**config.mk**
```make
export PLATFORM = sky130hd
export DESIGN_NAME = wide_byte_bridge
export DESIGN_NICKNAME = d
export VERILOG_FILES = /design/src/rtl/wbb_pkg.sv /design/src/rtl/wbb_decode.sv /design/src/rtl/wbb_hold.sv /design/src/rtl/wbb_readmux.sv /design/src/rtl/wide_byte_bridge.sv
export SDC_FILE = /design/constraint.sdc
export NUM_CORES = 1
export LEC_CHECK = 0
export BUFFER_PORTS_ARGS = -buffer_cell sky130_fd_sc_hd__buf_2
export CAP_MARGIN = 20
export CORE_ASPECT_RATIO = 0.9
export CORE_MARGIN = 3
export CORE_UTILIZATION = 37
export CTS_CLUSTER_DIAMETER = 150
export DETAILED_ROUTE_END_ITERATION = 16
export HOLD_SLACK_MARGIN = 0.15
export PLACE_DENSITY = 0.82
export SYNTH_ARGS = -nofsm -noshare
export SYNTH_HDL_FRONTEND = slang
export SYNTH_SLANG_ARGS = --single-unit
```
**constraint.sdc**
```tcl
create_clock -name clk -period 4 [get_ports clk]
set_clock_uncertainty 0.1 [all_clocks]
set_input_delay 1 -clock clk [delete_from_list [all_inputs] [get_ports clk]]
set_output_delay 1 -clock clk [all_outputs]
set_load 0.05 [all_outputs]
```
**src/rtl/wbb_pkg.sv**
```systemverilog
package wbb_pkg;
  localparam int BYTE_W = 8;
  localparam int WORD_W = 2 * BYTE_W;

  typedef enum logic [2:0] {
    ACC_IDLE  = 3'd0,
    ACC_WR_HI = 3'd1,
    ACC_WR_LO = 3'd2,
    ACC_RD_HI = 3'd3,
    ACC_RD_LO = 3'd4
  } acc_kind_t;

  // Whether a register index reads its upper byte directly (bypass mask).
  function automatic logic is_direct(input int unsigned idx, input logic [31:0] mask);
    return mask[idx];
  endfunction

  function automatic logic [WORD_W-1:0] join_word(input logic [BYTE_W-1:0] hi,
                                                  input logic [BYTE_W-1:0] lo);
    return {hi, lo};
  endfunction

  function automatic logic [BYTE_W-1:0] upper_of(input logic [WORD_W-1:0] w);
    return w[WORD_W-1:BYTE_W];
  endfunction

  function automatic logic [BYTE_W-1:0] lower_of(input logic [WORD_W-1:0] w);
    return w[BYTE_W-1:0];
  endfunction
endpackage

```
**src/rtl/wbb_decode.sv**
```systemverilog
module wbb_decode
  import wbb_pkg::*;
#(
  parameter int NREG  = 4,
  localparam int IDX_W = (NREG > 1) ? $clog2(NREG) : 1,
  localparam int AW    = IDX_W + 1
) (
  input  logic [AW-1:0]    addr,
  input  logic             wr,
  input  logic             rd,
  output acc_kind_t        kind,
  output logic [IDX_W-1:0] idx
);
  logic hi_sel;
  logic idx_ok;

  assign hi_sel = addr[0];
  assign idx    = addr[AW-1:1];
  assign idx_ok = (int'(idx) < NREG);

  always_comb begin
    kind = ACC_IDLE;
    if (idx_ok) begin
      if (wr)      kind = hi_sel ? ACC_WR_HI : ACC_WR_LO;
      else if (rd) kind = hi_sel ? ACC_RD_HI : ACC_RD_LO;
    end
  end
endmodule

```
**src/rtl/wbb_hold.sv**
```systemverilog
module wbb_hold
  import wbb_pkg::*;
(
  input  logic              clk,
  input  logic              rst_n,
  input  acc_kind_t         kind,
  input  logic [BYTE_W-1:0] wdata,
  input  logic [BYTE_W-1:0] sel_upper,
  output logic [BYTE_W-1:0] hold,
  output logic              ev_load_wr,
  output logic              ev_load_rd
);
  assign ev_load_wr = (kind == ACC_WR_HI);
  assign ev_load_rd = (kind == ACC_RD_LO);

  always_ff @(posedge clk or negedge rst_n) begin
    if (!rst_n)          hold <= '0;
    else if (ev_load_wr) hold <= wdata;
    else if (ev_load_rd) hold <= sel_upper;
  end

  // upper-byte write lands in the holding byte
  p_hold_load_r2: assert property (@(posedge clk) disable iff (!rst_n)
    (kind == ACC_WR_HI) |=> (hold == $past(wdata)));

  // lower-byte read snapshots the register's upper byte
  p_hold_snap_r4: assert property (@(posedge clk) disable iff (!rst_n)
    (kind == ACC_RD_LO) |=> (hold == $past(sel_upper)));

  // every other access keeps the holding byte
  p_hold_keep_r5: assert property (@(posedge clk) disable iff (!rst_n)
    (kind == ACC_RD_HI || kind == ACC_WR_LO || kind == ACC_IDLE) |=> $stable(hold));
endmodule

```
**src/rtl/wbb_readmux.sv**
```systemverilog
module wbb_readmux
  import wbb_pkg::*;
#(
  parameter int          NREG        = 4,
  parameter logic [31:0] DIRECT_MASK = 32'h6,
  localparam int IDX_W = (NREG > 1) ? $clog2(NREG) : 1
) (
  input  acc_kind_t                kind,
  input  logic [IDX_W-1:0]         idx,
  input  logic [NREG*WORD_W-1:0]   words,
  input  logic [BYTE_W-1:0]        hold,
  output logic [WORD_W-1:0]        sel_word,
  output logic [BYTE_W-1:0]        rdata,
  output logic                     ev_direct
);
  logic [WORD_W-1:0] word_arr [NREG];

  for (genvar g = 0; g < NREG; g++) begin : g_unpack
    assign word_arr[g] = words[g*WORD_W +: WORD_W];
  end

  assign sel_word  = (int'(idx) < NREG) ? word_arr[idx] : '0;
  assign ev_direct = (kind == ACC_RD_HI) && is_direct(int'(idx), DIRECT_MASK);

  always_comb begin
    unique case (kind)
      ACC_RD_LO: rdata = lower_of(sel_word);
      ACC_RD_HI: rdata = ev_direct ? upper_of(sel_word) : hold;
      default:   rdata = '0;
    endcase
  end
endmodule

```
**src/rtl/wide_byte_bridge.sv**
```systemverilog
module wide_byte_bridge
  import wbb_pkg::*;
#(
  parameter int          NREG        = 4,
  parameter logic [31:0] DIRECT_MASK = 32'h6,
  localparam int IDX_W = (NREG > 1) ? $clog2(NREG) : 1,
  localparam int AW    = IDX_W + 1
) (
  input  logic                     clk,
  input  logic                     rst_n,
  input  logic [AW-1:0]            host_addr,
  input  logic                     host_wr,
  input  logic                     host_rd,
  input  logic [BYTE_W-1:0]        host_wdata,
  output logic [BYTE_W-1:0]        host_rdata,
  input  logic [NREG*WORD_W-1:0]   reg_rd_data,
  output logic [NREG-1:0]          reg_wr_stb,
  output logic [WORD_W-1:0]        reg_wr_data
);
  acc_kind_t         kind;
  logic [IDX_W-1:0]  idx;
  logic [BYTE_W-1:0] hold;
  logic [WORD_W-1:0] sel_word;
  logic              ev_load_wr, ev_load_rd, ev_direct, ev_commit;

  wbb_decode #(.NREG(NREG)) u_decode (
    .addr(host_addr), .wr(host_wr), .rd(host_rd), .kind(kind), .idx(idx)
  );

  wbb_readmux #(.NREG(NREG), .DIRECT_MASK(DIRECT_MASK)) u_readmux (
    .kind(kind), .idx(idx), .words(reg_rd_data), .hold(hold),
    .sel_word(sel_word), .rdata(host_rdata), .ev_direct(ev_direct)
  );

  wbb_hold u_hold (
    .clk(clk), .rst_n(rst_n), .kind(kind), .wdata(host_wdata),
    .sel_upper(upper_of(sel_word)), .hold(hold),
    .ev_load_wr(ev_load_wr), .ev_load_rd(ev_load_rd)
  );

  assign ev_commit   = (kind == ACC_WR_LO);
  assign reg_wr_data = join_word(hold, host_wdata);

  for (genvar g = 0; g < NREG; g++) begin : g_stb
    assign reg_wr_stb[g] = ev_commit && (int'(idx) == g);
  end

  // at most one register is strobed
  p_stb_onehot_r3: assert property (@(posedge clk) disable iff (!rst_n)
    $onehot0(reg_wr_stb));

  // a lower-byte write strobes exactly one register
  p_stb_on_commit_r3: assert property (@(posedge clk) disable iff (!rst_n)
    (host_wr && !host_addr[0]) |-> ($countones(reg_wr_stb) == 1));

  // an upper-byte write never strobes
  p_no_stb_hi_r2: assert property (@(posedge clk) disable iff (!rst_n)
    (host_wr && host_addr[0]) |-> (reg_wr_stb == '0));

  // an idle bus is quiet
  p_idle_quiet_r8: assert property (@(posedge clk) disable iff (!rst_n)
    (!host_wr && !host_rd) |-> (reg_wr_stb == '0 && host_rdata == '0));

  // a write cycle returns no read data
  p_wr_wins_r9: assert property (@(posedge clk) disable iff (!rst_n)
    host_wr |-> (host_rdata == '0));

  // a direct upper read leaves the holding byte alone
  p_direct_keep_r6: assert property (@(posedge clk) disable iff (!rst_n)
    ev_direct |=> $stable(hold));
endmodule

```
==> run_results.csv <==
group,metric,value,unit
synthesis,syn-num-nets,196,
routing,routedWlPerCell,15.3,um
setup_path,critPathMaxFanout,8,
routing,vias,1341,
timing,min_period_over_period,88.8,%
global_route,grt-ovfl-total,0,
pwr,p_leak,0.897,nW
synthesis,synth_area_per_cell,9.84,um2
global_route,grt_usage,19.8,%
synthesis,synth_simple_gate_area_share,20.1,%
setup_path,critPathMostFrequentCell,"buf_2",
synthesis,syn_inst,113,
timing,tightest_slew,0.579,ns
timing,hold_slack,0.454,ns
timing,rsz0062_at_grt,"false",
placement,dp_hpwl,3200,um
clock_tree,clockRootBuffer,"clkbuf_4",
clock_tree,cts_inserted_buffers,3,
clock_tree,cts_setup_buffers,0,
finish,mostFrequentLayoutCells,"106 x buf_2, 16 x mux2_2, 16 x nand3_1",
finish,reg_top3,"u_hold.hold: 8 flops",
die,start_util,39.5,%
setup_path,cp_slowest_stage_delay,0.27,ns
timing,finalSetupTns,0,ns
routing,drc,0,
synthesis,synth_compound_area_share,13.9,%
finish,syn_to_final_growth,47.9,%
run_status,status,"finished clean",
global_route,grt_max_degree,23,
routing,drt-initial-drc-count,118,
worst_hold_path,hold_path_startpoint,"u_hold.hold[4]",
worst_hold_path,worstHoldPathCells,1,
synthesis,synth_area_leaders,"dfrtp_1 18%, mux2_2 16%, mux4_2 12%",
die,die-area,3700,um2
die,num_rows,18,
die,io_pins,107,
routing,drt-vias-per-instance,5.39,
clock_tree,clk_latency,0.24,ns
setup_path,path_cells,"buf_2 -> inv_1 -> ha_1 -> nor4bb_1 -> buf_4 -> a32oi_1 -> nand3_1 -> buf_2",
timing,slew_viol_final,0,
die,fp.dieW,63.8,um
routing,wirelength,3810,um
synthesis,yosysWarnings,0,
finish,layout_commonest_cell,"buf_2",
synthesis,synth_mux_area_share,33.1,%
setup_path,startpoint_type,"primary input",
routing,antenna_left,0,
synthesis,synthAdderAreaFrac,4.50,%
die,core_area,2820,um2
setup_path,r2r_start,"u_hold.hold[0]",
worst_hold_path,hp-class,"reg -> reg",
setup_path,cp.arrival,2.45,ns
synthesis,synth_top_family_by_area,"multiplexers",
finish,drive_gt1_share,65.6,%
finish,largest_reg_flops,8,
pwr,p_total,394,uW
synthesis,synthesis.area,1110,um2
placement,gp_congestion,0.896,
setup_path,r2r_cells,1,
synthesis,synth_top_area_cell,"dfrtp_1",
die,die_y,58.0,um
setup_path,slowest_stage,"ha_1",
pwr,power.density,239,nW/um2
clock_tree,cts.reportedPaths.clkPinSlew,0.05,ns
pwr,peakVddDrop,98.7,uV
setup_path,critPathLaunch,"host_addr[1]",
synthesis,ys_ff_latch,8,
clock_tree,tritoncts,"built",
synthesis,synth_cell_types,22,
job,cap_violations,0,
clock_tree,numClockSinks,8,
timing,period_needed,3.55,ns
timing,finalSetupViolCount,0,
clock_tree,cts-resized-gates,0,
timing,slew_headroom,61.4,%
clock_tree,clockBufferDepth,2,
finish,n_fill_cell,256,
global_route,grt_pass1_wl,5730,um
timing,timing_hold_violations_final,0,
setup_path,cp.required,2.90,ns
setup_path,end_kind,"primary output",
finish,final_nets,294,
synthesis,synth_top_area_share,18.0,%
global_route,grt_pass1_vias,1244,
finish,regMostFlops,"u_hold.hold",
timing,fmax,282,MHz
synthesis,ys_seq_area_share,18.0,%
clock_tree,htreeDepth,1,
routing,first_pass_iters,4,
synthesis,synth_xor_area_share,0,%
clock_tree,ctsHoldBuffers,0,
global_route,antenna_found_initial,0,
placement,port_buffers,106,
setup_path,crit_type,"in -> out",
finish,antenna_cells,0,
-- where the power goes --
group,internal [mW],leakage (nW),switching [mW]
combinational,0.0862,0.785,0.143
sequential,0.0934,0.0979,0.0133
clock,0.0341,0.0138,0.0241
total,0.214,0.897,0.180
-- final cells by class --
class / instances / area, um2 / area share (%)
Clock buffer: 3 / 22.5 / 1.37
Tap cell: 40 / 50.0 / 3.04
Sequential cell: 8 / 200 / 12.2
Multi-Input combinational cell: 85 / 797 / 48.4
Timing Repair Buffer: 111 / 568 / 34.5
Inverter: 2 / 7.51 / 0.456
-- kinds of logic after synthesis --
kind of cell | Yosys count
and+or+nand+nor | 40
buffers and inverters | 20
DFF | 8
AOI/OAI and AO/OA | 17
adders and majority gates | 4
muxes | 24
-- routing by layer --
metal	GRT usage (%)	vias up	wire, um
met1	22.7	613	1420
met2	35.3	84	1900
met3	5.43	8	433
li1	-	636	-
met4	7.38	0	61
met5	0	-	0
-- stage by stage --
step | instance area [um2] | instances | worst slack, ns | utilization, %
CTS | 1650 | 249 | 0.467 | 58.4
finish | 1650 | 249 | 0.449 | 58.4
detailed placement | 1620 | 246 | 0.465 | 57.6
global placement | 1620 | 246 | 0.480 | 57.6
floorplan | 1110 | 113 | 0.153 | -
global route | 1650 | 249 | 0.341 | 58.4
-- worst max-delay path, delay by kind of cell --
family / cells / cell delay (ns)
simple gates: 2 / 0.37
compound gates: 1 / 0.07
fa+ha+maj: 1 / 0.27
buf+inv: 4 / 0.73
-- cell usage after synthesis, drive strengths merged --
master and n:
a21oi 1, and4b 1, nor4bb 1, inv 2, nand3 16, a32oi 8
nand2 8, and2 4, buf 12, nor3b 1, mux2 16, nor2b 1
a221o 8, ha 4, clkbuf 6, dfrtp 8, mux4 8, and3 8
-- path summary, 6_finish.rpt --
path | end | slack (ns)
worst max register to register | u_hold.hold[0] | 3.04
max in group asynchronous | u_hold.hold[1] | 3.15
worst min register to register | u_hold.hold[4] | 0.45
min in group asynchronous | u_hold.hold[5] | 0.48
worst min-delay path | u_hold.hold[4] | 0.45
worst max-delay path | host_rdata[7] | 0.45
(Power assumes the default switching activity.)
